## src/rtl/burst_pkg.sv

```systemverilog
package burst_pkg;

    localparam int BEAT_W = 2;

    typedef logic [BEAT_W-1:0] beat_t;

    typedef enum logic {
        ORD_LINEAR     = 1'b0,
        ORD_INTERLEAVE = 1'b1
    } order_e;

    typedef struct packed {
        logic  active;
        beat_t beat;
    } burst_state_t;

    // Maps the beat index onto the low address bits for the selected order.
    function automatic beat_t map_beat(order_e ord, beat_t start, beat_t idx);
        beat_t r;
        if (ord == ORD_INTERLEAVE) r = start ^ idx;
        else                       r = start + idx;
        return r;
    endfunction

endpackage

```

## src/rtl/strobe_decode.sv

```systemverilog
module strobe_decode (
    input  logic proc_strobe_n,
    input  logic ctrl_strobe_n,
    input  logic chip_en_n,
    output logic load,
    output logic load_from_proc
);
    logic proc_hit;
    logic ctrl_hit;

    always_comb begin
        proc_hit       = !proc_strobe_n && !chip_en_n;
        ctrl_hit       = !ctrl_strobe_n;
        // The processor strobe has priority; both sources load the same address.
        load_from_proc = proc_hit;
        load           = proc_hit || ctrl_hit;
    end
endmodule

```

## src/rtl/addr_hold.sv

```systemverilog
module addr_hold #(
    parameter int ADDR_W = 17
) (
    input  logic              clk,
    input  logic              rst,
    input  logic              load,
    input  logic [ADDR_W-1:0] ext_addr,
    output logic [ADDR_W-1:0] base_addr
);
    always_ff @(posedge clk) begin
        if (rst)       base_addr <= '0;
        else if (load) base_addr <= ext_addr;
    end

    AST_BASE_CAPTURE: assert property (@(posedge clk) disable iff (rst)
        load |=> base_addr == $past(ext_addr));
    AST_BASE_KEPT: assert property (@(posedge clk) disable iff (rst)
        !load |=> $stable(base_addr));
endmodule

```

## src/rtl/burst_counter.sv

```systemverilog
module burst_counter
    import burst_pkg::*;
(
    input  logic         clk,
    input  logic         rst,
    input  logic         load,
    input  logic         advance_n,
    output burst_state_t st
);
    burst_state_t nxt;

    always_comb begin
        nxt = st;
        if (load) begin
            nxt.active = 1'b1;
            nxt.beat   = '0;
        end else if (st.active && !advance_n) begin
            nxt.beat = st.beat + beat_t'(1);
        end
    end

    always_ff @(posedge clk) begin
        if (rst) st <= '0;
        else     st <= nxt;
    end

    AST_STEP_ONE: assert property (@(posedge clk) disable iff (rst)
        (!load && !advance_n && st.active) |=> st.beat == $past(st.beat) + beat_t'(1));
    AST_LOAD_RESTART: assert property (@(posedge clk) disable iff (rst)
        load |=> (st.beat == '0) && st.active);
    AST_IDLE_ADV: assert property (@(posedge clk) disable iff (rst)
        (!load && !st.active) |=> !st.active && $stable(st.beat));
endmodule

```

## src/rtl/burst_addr_gen.sv

```systemverilog
module burst_addr_gen
    import burst_pkg::*;
#(
    parameter int ADDR_W = 17
) (
    input  logic              clk,
    input  logic              rst,
    input  logic [ADDR_W-1:0] ext_addr,
    input  logic              proc_strobe_n,
    input  logic              ctrl_strobe_n,
    input  logic              chip_en_n,
    input  logic              advance_n,
    input  logic              order_sel,
    output logic [ADDR_W-1:0] cur_addr,
    output logic              burst_active
);
    localparam int UPPER_W = ADDR_W - BEAT_W;

    logic              load;
    logic              load_from_proc;
    logic [ADDR_W-1:0] base_addr;
    burst_state_t      st;
    beat_t             low_bits;

    strobe_decode u_dec (
        .proc_strobe_n (proc_strobe_n),
        .ctrl_strobe_n (ctrl_strobe_n),
        .chip_en_n     (chip_en_n),
        .load          (load),
        .load_from_proc(load_from_proc)
    );

    addr_hold #(.ADDR_W(ADDR_W)) u_hold (
        .clk      (clk),
        .rst      (rst),
        .load     (load),
        .ext_addr (ext_addr),
        .base_addr(base_addr)
    );

    burst_counter u_cnt (
        .clk      (clk),
        .rst      (rst),
        .load     (load),
        .advance_n(advance_n),
        .st       (st)
    );

    always_comb begin
        low_bits     = map_beat(order_e'(order_sel), base_addr[BEAT_W-1:0], st.beat);
        cur_addr     = {base_addr[ADDR_W-1:BEAT_W], low_bits};
        burst_active = st.active;
    end

    AST_LOAD_CAPTURE: assert property (@(posedge clk) disable iff (rst)
        (!ctrl_strobe_n || load_from_proc) |=> cur_addr == $past(ext_addr));
    AST_PROC_GATED: assert property (@(posedge clk) disable iff (rst)
        (!proc_strobe_n && chip_en_n && ctrl_strobe_n && advance_n)
        |=> (cur_addr == $past(cur_addr)) || (order_sel != $past(order_sel)));
    AST_WAIT_HOLD: assert property (@(posedge clk) disable iff (rst)
        (proc_strobe_n && ctrl_strobe_n && advance_n)
        |=> (cur_addr == $past(cur_addr)) || (order_sel != $past(order_sel)));
    AST_UPPER_KEPT: assert property (@(posedge clk) disable iff (rst)
        !load |=> cur_addr[ADDR_W-1:BEAT_W] == $past(cur_addr[ADDR_W-1:BEAT_W]));
    AST_PROC_PRIORITY: assert property (@(posedge clk) disable iff (rst)
        (!proc_strobe_n && !ctrl_strobe_n && !chip_en_n) |-> load_from_proc);
    initial begin
        AST_WIDTH_OK: assert (UPPER_W > 0);
    end
endmodule

```

## config.mk

```make
export PLATFORM = sky130hd
export DESIGN_NAME = burst_addr_gen
export DESIGN_NICKNAME = d
export VERILOG_FILES = /design/src/rtl/burst_pkg.sv /design/src/rtl/strobe_decode.sv /design/src/rtl/addr_hold.sv /design/src/rtl/burst_counter.sv /design/src/rtl/burst_addr_gen.sv
export SDC_FILE = /design/constraint.sdc
export NUM_CORES = 1
export LEC_CHECK = 0
export BUFFER_PORTS_ARGS = -buffer_cell sky130_fd_sc_hd__buf_2
export CORE_UTILIZATION = 44
export DETAILED_ROUTE_END_ITERATION = 16
export HOLD_SLACK_MARGIN = 0.06
export PLACE_DENSITY = 0.77
export SLEW_MARGIN = 20
export SYNTH_ARGS = -nofsm -noshare
export SYNTH_HDL_FRONTEND = slang
export SYNTH_SLANG_ARGS = --single-unit
```

## constraint.sdc

```tcl
create_clock -name clk -period 1 [get_ports clk]
set_input_delay 0.2 -clock clk [delete_from_list [all_inputs] [get_ports clk]]
set_output_delay 0.2 -clock clk [all_outputs]
set_load 0.01 [all_outputs]
```

**After elaboration in Yosys (flattened, before gate mapping)**

Index checks and enable logic that the tools add are counted.

- Bits in registers: 20
- Output and inout bits: 18
- Input port bits: 24

- Multiplexer cells: 1
- $add $sub $neg: 2
- Bitwise gates (word level): 1
- Reductions and logical operators: 8

Operator list:

| operator | count |
|---|---|
| $logic_not A1 Y1 | 4 |
| $add A2 B1 Y2 const B | 1 |
| $add A2 B2 Y2 | 1 |
| $logic_and A1 B1 Y1 | 2 |
| $mux W2 | 1 |
| $reduce_or A2 Y1 | 1 |
| $xor A2 B2 Y2 | 1 |
| $logic_or A1 B1 Y1 | 1 |

**Longest topological paths before layout**

Gate-level depths: netlist (run 1).

- Word-level depth: 4
- Gate-level depth with buffers: 5
- Gate-level depth less buffers: 3

**By module**

A second synthesis (run 1) with hierarchy kept.

- Cell total of the unflattened synthesis: 72
- Area total of the unflattened synthesis: 779.5 µm²

Modules (own cells, without submodules):

| module | cells each | times used | area an instance (µm²) |
|---|---|---|---|
| addr_hold | 55 | 1 | 614.3 |
| burst_counter | 11 | 1 | 120.1 |
| burst_addr_gen | 4 | 1 | 36.3 |
| strobe_decode | 2 | 1 | 8.8 |

**Least setup slack after synthesis (run 1)**

No wires, ideal clock.

- Path type: reg-to-output
- From: register, netlist name u_cnt.st[0]
- To: output cur_addr[1]
- Arrival time: 830 ps
- Path buffers: 0
- Stages on the path, launching flop included: 4
- Data required time: 800 ps
- Setup slack: -30 ps
- Cells stage by stage: dfxtp_1 -> ha_1 -> nor2b_1 -> xnor2_1

- Longest elaborated chain between the ends: 2

RTL lines:

| element | line | text |
|---|---|---|
| $add A2 B2 Y2 | burst_pkg.sv:21 | `else r = start + idx;` |
| $mux W2 | burst_pkg.sv:20 | `if (ord == ORD_INTERLEAVE) r = start ^ idx;` |
| to (decl) | burst_addr_gen.sv:14 | `output logic [ADDR_W-1:0] cur_addr,` |

Every way passes these cells.

**Worst setup path after layout (run 1)**

- From: register, netlist name u_cnt.st[0]
- To: output cur_addr[1]

- Longest elaborated chain between the ends: 2

RTL lines:

| element | line |
|---|---|
| $add A2 B2 Y2 | burst_pkg.sv:21 |
| $mux W2 | burst_pkg.sv:20 |

Every way passes these cells.

==> flow_summary.toml, run 1 <==
[outcome]
status = "complete, but fails checks"
violations = "negative setup slack"

[synthesis]
synth_area_um2 = 863
synth_fa_ha_area_share_pct = 1.45
synthesis.nets = 131
ys_types = 17
synth_cells = 106
synth_mux_area_share_pct = 0
synth_xor_xnor_area_share_pct = 4.06
synth_seq_area_share_pct = 46.4
synth-compound-area-share_pct = 11.7
syn_avg_cell_area_um2 = 8.14
synth-simple-area-share_pct = 19.1
yosys_warnings = 0
ys_ff_latch = 20
synth_top_family_by_area = "simple AND/OR/NAND/NOR gates"

[global_routing]
grt_use_met1_pct = 16.9
met3_usage_pct = 4.71
grt-ovfl-total = 0
grt_pass1_wl_mm = 2.41
grt_max_degree = 21
grt_pass1_vias = 607
antenna_found_initial = 0
grtUsageTotal_pct = 16.2
top_usage_layer = "met2"
use_met2_pct = 29.6

[floorplanning]
die_h_um = 46.3
fp.coreArea_um2 = 1780
dieArea_um2 = 2140
initial_utilization_pct = 48.4
io_pins = 42
die_w_um = 46.3
num_rows = 15

[placed_design]
gp_congestion = 0.639
port-buffer-count = 41
place_inst = 155
hpwl_mm = 1.16

[critical_path]
crit_start = "u_cnt.st[0]"
critPathRequiredTime_ns = 0.80
cpPeakStageDelay_ns = 0.38
end_kind = "primary output"
cp_cell_sequence = "ha_4 > nor2b_4 > xnor2_2 > buf_2"
critPathSlowestCell = "dfxtp_2"
crit_type = "register to primary output"
path_max_fanout = 2
start_kind = "register"
cp_data_arrival_time_ns = 1.19
timing.rr.start = "u_cnt.st[0]"

[clock_network]
cts.sinks = 20
clk_pin_slew_ns = 0.11
cts.path.max_buffers = 2
numCtsBuffers = 3
root_buffer = "clkbuf_4"
cts_tree = "done"
htree_num_levels = 1
holdBufCountCts = 0
clock_latency_ns = 0.29

[hold_path]
min_from = "ext_addr[3]"
hold_class = "input port to register"

[flow_run]
maxCapViolCount = 0

[detailed_routing]
drt-total-wl_mm = 1.72
wl_per_cell_um = 10.6
ant_nets = 0
drt-pass1-iter-count = 4
drtIter0Drc = 9
drc = 0
drt-vias-per-instance = 4.60
vias = 745

[sta]
rsz0062_at_grt = "true"
period_minus_slack_ns = 1.39
finalHoldViolCount = 0
skew_ns = 0.000513
slew_headroom_pct = 61.3
setup_tns_ns = -0.745
setup_viol = 4
min_period_over_period_pct = 139
slew_viol_final = 0
worst_slew_pin_slew_ns = 0.580
timing.fmax_mhz = 719
worst_slack_ns = -0.391

[layout]
final_nets = 163
utilization_pct = 63.4
layout-drive-gt1-share_pct = 54.0
n_antenna_cell = 0
syn2layout_area_growth_pct = 31.0
stdcell_count = 162

[power_and_ir_drop]
fin_total_pwr_mw = 1.60
p_leak_nw = 0.537
powerDensity_nw_per_um2 = 1420
ir_drop_uv = 807
[what timing repair did]
action,in CTS,in global routing
resized for setup,5,19
setup endpoints to repair,3,17
buffers inserted,1,2
pin swaps,2,0
[logic make-up after synthesis]
group / Yosys count
simple gates: 41
buf+inv: 21
flops: 20
compound gates: 19
xor+xnor: 4
fa+ha+maj: 1
[flip-flops by register name, summed over array words and instances, names as in the netlist]
name / flops
u_hold.base_addr: 17
u_cnt.st: 3
[cells in the final DEF (no fill, tap or decap)]
cell	Yosys	layout
nor3_1	2	2
buf_4	16	6
o21a_1	1	1
nor2b_1	2	1
nand2_1	34	34
xor2_1	1	1
buf_6	1	5
dfxtp_2	0	16
nor2b_4	0	1
nor2_1	2	2
dfxtp_1	20	4
xnor2_2	0	3
a21oi_1	16	16
o21ai_1	1	1
clkbuf_4	0	3
a21oi_2	1	1
nand3b_1	1	1
buf_2	2	37
clkbuf_8	0	1
ha_4	0	1
[Yosys cell counts]
cell type | number | area [um^2]
nor3_1 | 2 | 10.0
ha_1 | 1 | 12.5
nand2_1 | 34 | 128
buf_2 | 2 | 10.0
xnor2_1 | 3 | 26.3
nor2b_1 | 2 | 12.5
o21a_1 | 1 | 7.51
nand3b_1 | 1 | 7.51
o21ai_1 | 1 | 5.00
a21oi_2 | 1 | 8.76
dfxtp_1 | 20 | 400
buf_6 | 1 | 11.3
a21oi_1 | 16 | 80.1
nor2_1 | 2 | 7.51
buf_4 | 16 | 120
clkbuf_1 | 2 | 7.51
xor2_1 | 1 | 8.76
[final timing paths]
| check | endpoint | slack, ns | cells after the start |
|---|---|---|---|
| setup / recovery | cur_addr[1] | -0.39 | 4 |
| hold / removal | u_hold.base_addr[3] | 0.13 | 3 |
| setup reg to reg | u_cnt.st[1] | -0.14 | 6 |
| hold reg to reg | u_hold.base_addr[7] | 0.45 | 2 |
[worst max-delay path: cells and delay by family, from the launching register on]
family	cells	cell delay, ns
DFF	1	0.38
buffers and inverters	1	0.14
and+or+nand+nor	1	0.14
adders and majority gates	1	0.13
xor gates and xnor gates	1	0.11
[final cells by class]
type / instances / area (um^2)
Tap cell: 25 / 31.3
Clock buffer: 4 / 36.3
Multi-Input combinational cell: 65 / 357
Sequential cell: 20 / 420
Timing Repair Buffer: 48 / 287
Fill cell: 155 / 652
[metal layers]
| layer | vias up | part of all wire [%] |
|---|---|---|
| li1 | 385 | - |
| met1 | 339 | 39 |
| met2 | 19 | 56 |
| met3 | 2 | 4.2 |
| met4 | 0 | 0.81 |
| met5 | - | 0 |
[through the flow]
| step | hold slack [ns] | area (um^2) | setup slack, ns |
|---|---|---|---|
| finish | 0.132 | 1130 | -0.391 |
| global route | 0.118 | 1130 | -0.444 |
| CTS | 0.133 | 1060 | -0.393 |
| detailed placement | 0.442 | 997 | -0.143 |
| global placement | 0.435 | 997 | -0.0885 |
| floorplan | 0.340 | 880 | 0.0163 |
[power by group]
group	switching (mW)	total (mW)	internal (mW)	leakage (nW)
clock	0.237	0.458	0.221	0.0210
combinational	0.132	0.267	0.135	0.345
sequential	0.0271	0.878	0.851	0.171
No activity file was read; power rests on OpenSTA's default activity.
==> run 2, diff against run 1 <==
- ABC_AREA: not set -> 1
- CORE_UTILIZATION: 44 -> 48
- PLACE_DENSITY: 0.77 -> 0.78
==> flow_summary.toml, run 2 <==
[sta]
worst_slack_ns = -0.443
slew_headroom_pct = 77.1
skew_ns = 0.00629
slew_viol_final = 0
timing.fmax_mhz = 693
rsz0062_at_grt = "true"
min_period_over_period_pct = 144
finalHoldViolCount = 0
period_minus_slack_ns = 1.44
setup_viol = 2
worst_slew_pin_slew_ns = 0.344

[clock_network]
holdBufCountCts = 0
numCtsBuffers = 3
root_buffer = "clkbuf_4"
htree_num_levels = 1
cts.sinks = 20
cts_tree = "done"
clk_pin_slew_ns = 0.12
cts.path.max_buffers = 2
clock_latency_ns = 0.30

[synthesis]
synth_top_area_share_pct = 35.9
synth_commonest_cells = "nand2_1 (28), inv_1 (26), nor2_2 (21)"
async_flop_share_pct = 0
synth_seq_area_share_pct = 35.9
synth.most_common_cell = "nand2_1"
synthTopCellsByArea = "dfxtp_1 (36%), nor2_2 (12%), buf_4 (10%)"
ys_types = 17
synth_area_um2 = 1110
ys_ff_latch = 20
synthesis.nets = 183
synth_cells = 158
yosys_warnings = 0
ys.flop_type = "dfxtp_1"
synth_edf_count = 0
syn_avg_cell_area_um2 = 7.06
synth_top_cell_by_area = "dfxtp_1"

[power_and_ir_drop]
powerDensity_nw_per_um2 = 1310
p_leak_nw = 0.703
ir_drop_uv = 797
fin_total_pwr_mw = 1.75

[critical_path]
end_kind = "primary output"
path_max_fanout = 2
crit_type = "register to primary output"
critPathRequiredTime_ns = 0.80
cp_data_arrival_time_ns = 1.24
start_kind = "register"

[global_routing]
met3_usage_pct = 2.73
grt_use_met1_pct = 21.0
antenna_found_initial = 0
grt-ovfl-total = 0
grt_pass1_vias = 835
grt_max_degree = 20
use_met2_pct = 30.4
grtUsageTotal_pct = 17.4
grt_pass1_wl_mm = 3.41
top_usage_layer = "met2"

[floorplanning]
die_w_um = 50.2
initial_utilization_pct = 50.9
fp.coreArea_um2 = 2190
io_pins = 42
num_rows = 17
die_h_um = 50.2
dieArea_um2 = 2520

[layout]
top_regs = "u_hold.base_addr: 17 flops, u_cnt.st: 3 flops"
layout-drive-gt1-share_pct = 51.3
final_nets = 213
syn2layout_area_growth_pct = 20.4
n_antenna_cell = 0
utilization_pct = 61.3
final_area_um2 = 1340
layout_common_cells = "buf_2 (36), nand2_1 (27), inv_1 (24)"
final_common_cell = "buf_2"
largest_reg_flops = 17
regMostFlops = "u_hold.base_addr"
nFillCells = 208

[detailed_routing]
wl_per_cell_um = 9.03
ant_nets = 0
drt-vias-per-instance = 4.36
drt-pass1-iter-count = 4
drt-total-wl_mm = 1.94
vias = 937
drtIter0Drc = 11
drc = 0

[outcome]
status = "complete, but fails checks"
violations = "negative setup slack"

[hold_path]
hold_class = "input port to register"

[placed_design]
place_area_um2 = 1220
port-buffer-count = 41
gp_congestion = 0.724
hpwl_mm = 1.39

[flow_run]
maxCapViolCount = 0
[run 2: changes by cell type after synthesis, moves of 6 or more]
cell     change
nor2_1      +15
inv_1       +26
nand2_1      -6
nor2_2      +21
a21oi_1     -16
nand3_1     +19
[run 2: routing by layer]
| layer | part of all wire [%] | wire (um) | vias to the layer above |
|---|---|---|---|
| met5 | 0 | 0 | - |
| met4 | 0.82 | 16 | 0 |
| met3 | 3.7 | 71 | 2 |
| met2 | 49 | 953 | 19 |
| met1 | 46 | 900 | 410 |
| li1 | - | - | 506 |
[run 2: layout make-up]
type                    instances  area, um^2  share of cell area, %
multi-input cells              90         475                   35.4
flip-flops and latches         20         422                   31.4
inverters                      28         108                   8.01
clock buffers                   4        36.3                   2.70
repair buffers                 45         267                   19.9
well taps                      28        35.0                   2.61
[run 2: logic make-up (layout without fill, tap and decap cells)]
group	count (synthesis)	count (layout)	synth area share (%)
buffers and inverters	48	77	23.9
adder cells (fa/ha/maj)	1	1	1.12
AND/OR/NAND/NOR	88	88	38.4
AO/OA/AOI/OAI	1	1	0.674
flip-flops	20	20	35.9
[run 2: through the flow]
| stage | worst slack, ns | TNS, ns | std cells | hold slack, ns |
|---|---|---|---|---|
| floorplan | 0.0143 | 0 | 158 | 0.332 |
| global placement | -0.0764 | -0.0764 | 210 | 0.421 |
| detailed placement | -0.146 | -0.146 | 210 | 0.430 |
| CTS | -0.431 | -0.702 | 214 | 0.114 |
| global route | -0.532 | -0.774 | 215 | 0.102 |
| finish | -0.443 | -0.646 | 215 | 0.119 |
[run 2: worst max-delay path, cell delays in order (launching register included)]
cell,delay [ns]
dfxtp_2,0.37
ha_4,0.13
inv_2,0.04
nor2_4,0.10
inv_1,0.04
nand2_1,0.07
nand2_2,0.05
inv_2,0.05
buf_6,0.09
[run 2: power by group]
group / leakage, nW / total (mW) / internal (mW) / switching, mW
registers: 0.171 / 0.894 / 0.864 / 0.0301
clock network: 0.0210 / 0.468 / 0.222 / 0.246
logic: 0.511 / 0.392 / 0.180 / 0.212
total: 0.703 / 1.75 / 1.27 / 0.488
[run 2: what timing repair did]
item / in CTS / in global routing
setup endpoints to repair: 3 / 17
buffers inserted: 0 / 1
gates resized for setup: 4 / 24
pin swaps: 1 / 5
endpoints found under the hold margin: 0 / 0
cloned: 0 / 0
[run 2: path summary, 6_finish.rpt]
check | slack, ns | depth (start not counted) | start | to
hold / removal | 0.12 | 3 | ext_addr[11] | u_hold.base_addr[11]
setup reg to reg | 0.18 | 4 | u_cnt.st[0] | u_cnt.st[0]
setup / recovery | -0.44 | 8 | u_cnt.st[0] | cur_addr[1]
hold reg to reg | 0.54 | 4 | u_hold.base_addr[12] | u_hold.base_addr[12]
==> run 3, diff against run 2 <==
- CORE_MARGIN: not set -> 4
- clock period: 1 -> 1.51 ns (I/O delays scaled with it)
==> flow_summary.toml, run 3 (synthesis gave the netlist of run 2 again) <==
[global_routing]
grt_pass1_wl_mm = 3.79
grt_pass1_vias = 926
grtUsageTotal_pct = 14.7
grt-ovfl-total = 0
grt_max_degree = 20
antenna_found_initial = 0

[sta]
slew_headroom_pct = 67.7
period_minus_slack_ns = 1.55
finalHoldViolCount = 0
worst_slew_pin_slew_ns = 0.481
slew_viol_final = 0
setup_tns_ns = -0.0446
timing.fmax_mhz = 643
setup_viol = 1
skew_ns = 0.000353
worst_slack_ns = -0.0446
hold_slack_ns = 0.222
rsz0062_at_grt = "true"
min_period_over_period_pct = 103

[power_and_ir_drop]
p_leak_nw = 0.686
ir_drop_uv = 465
powerDensity_nw_per_um2 = 900

[placed_design]
port-buffer-count = 41
hpwl_mm = 1.57
post-place-ws_ns = 0.208
gp_congestion = 0.762

[layout]
final_nets = 211
multi_input_area_um2 = 450
top_regs = "u_hold.base_addr: 17 flops, u_cnt.st: 3 flops"
largest_reg_flops = 17
layout-drive-gt1-share_pct = 40.0
nFillCells = 229
layout_common_cells = "buf_2 (41), nand2_1 (28), inv_1 (26)"
regMostFlops = "u_hold.base_addr"
final_common_cell = "buf_2"
utilization_pct = 56.6
syn2layout_area_growth_pct = 12.3
seqCellArea_um2 = 403
n_antenna_cell = 0

[detailed_routing]
wl_per_cell_um = 9.93
drc = 0
met3_length_um = 121
routed.top_layer = "met4"
drt-total-wl_mm = 2.12
drtIter0Drc = 14
drt-pass1-iter-count = 4
dr_wl_met2_mm = 1.05
vias = 949
ant_nets = 0
wl_met1_um = 907
drt-vias-per-instance = 4.46

[floorplanning]
dieArea_um2 = 3160
initial_utilization_pct = 50.4
die_w_um = 56.2
fp.coreArea_um2 = 2210
die_h_um = 56.2
io_pins = 42
num_rows = 17

[critical_path]
start_kind = "register"
timing.rr.start = "u_cnt.st[0]"
end_kind = "primary output"
crit_start = "u_hold.base_addr[0]"
cp_common_cell = "inv_1"
critPathSlowestCell = "dfxtp_2"
path_max_fanout = 2
cp_cell_sequence = "ha_1 > inv_1 > nor2_2 > inv_1 > nand2_1 > nand2_1 > inv_1 > buf_2"
cpPeakStageDelay_ns = 0.35
cp_data_arrival_time_ns = 1.25
crit_type = "register to primary output"
critPathRequiredTime_ns = 1.21

[clock_network]
numCtsBuffers = 3
root_buffer = "clkbuf_4"
clock_latency_ns = 0.29
cts_tree = "done"
cts.path.max_buffers = 2
cts.sinks = 20
holdBufCountCts = 0
htree_num_levels = 1
clk_pin_slew_ns = 0.11

[outcome]
status = "complete, but fails checks"
violations = "negative setup slack"

[hold_path]
hold_class = "input port to register"
min_from = "ext_addr[12]"

[flow_run]
maxCapViolCount = 0
-- run 3: routing by layer --
layer  vias up  global-route usage, %
li1        507                      -
met1       415                   17.2
met2        22                   25.9
met3         5                   3.02
met4         0                   6.10
met5         -                      0
-- run 3: stage by stage --
step / power (mW) / std cells / cell area, um^2
final: 1.13 / 213 / 1250
after global routing: 1.20 / 213 / 1250
after CTS: 1.15 / 213 / 1250
after detailed placement: 0.836 / 208 / 1200
after global placement: 0.826 / 208 / 1200
after floorplan: 0.795 / 158 / 1110
-- run 3: layout make-up --
class | count | area share (%)
repair buffers | 43 | 17.6
multi-input cells | 90 | 36.0
inverters | 28 | 8.59
clock buffers | 4 | 2.90
flip-flops and latches | 20 | 32.2
well taps | 28 | 2.80
-- run 3: timing repair --
| action | in CTS | in global routing |
|---|---|---|
| endpoints found under the setup margin | 1 | 1 |
| setup buffers | 1 | 0 |
| resized for setup | 3 | 0 |
-- run 3: critical path, delay by kind of cell (launching register included) --
family	cells	cell delay [ns]
DFF	1	0.35
buffers and inverters	4	0.26
and+or+nand+nor	3	0.21
adders and majority gates	1	0.14
-- run 3: where the power goes --
part           total [mW]  internal [mW]  switching (mW)
registers           0.585          0.566          0.0188
clock network       0.305          0.147           0.158
logic               0.237         0.0999           0.137
-- run 3: worst paths after layout --
kind	end	depth (start not counted)	slack, ns
max reg2reg	u_cnt.st[0]	4	0.69
max	cur_addr[1]	8	-0.04
min	u_hold.base_addr[12]	3	0.22
min reg2reg	u_hold.base_addr[9]	4	0.55
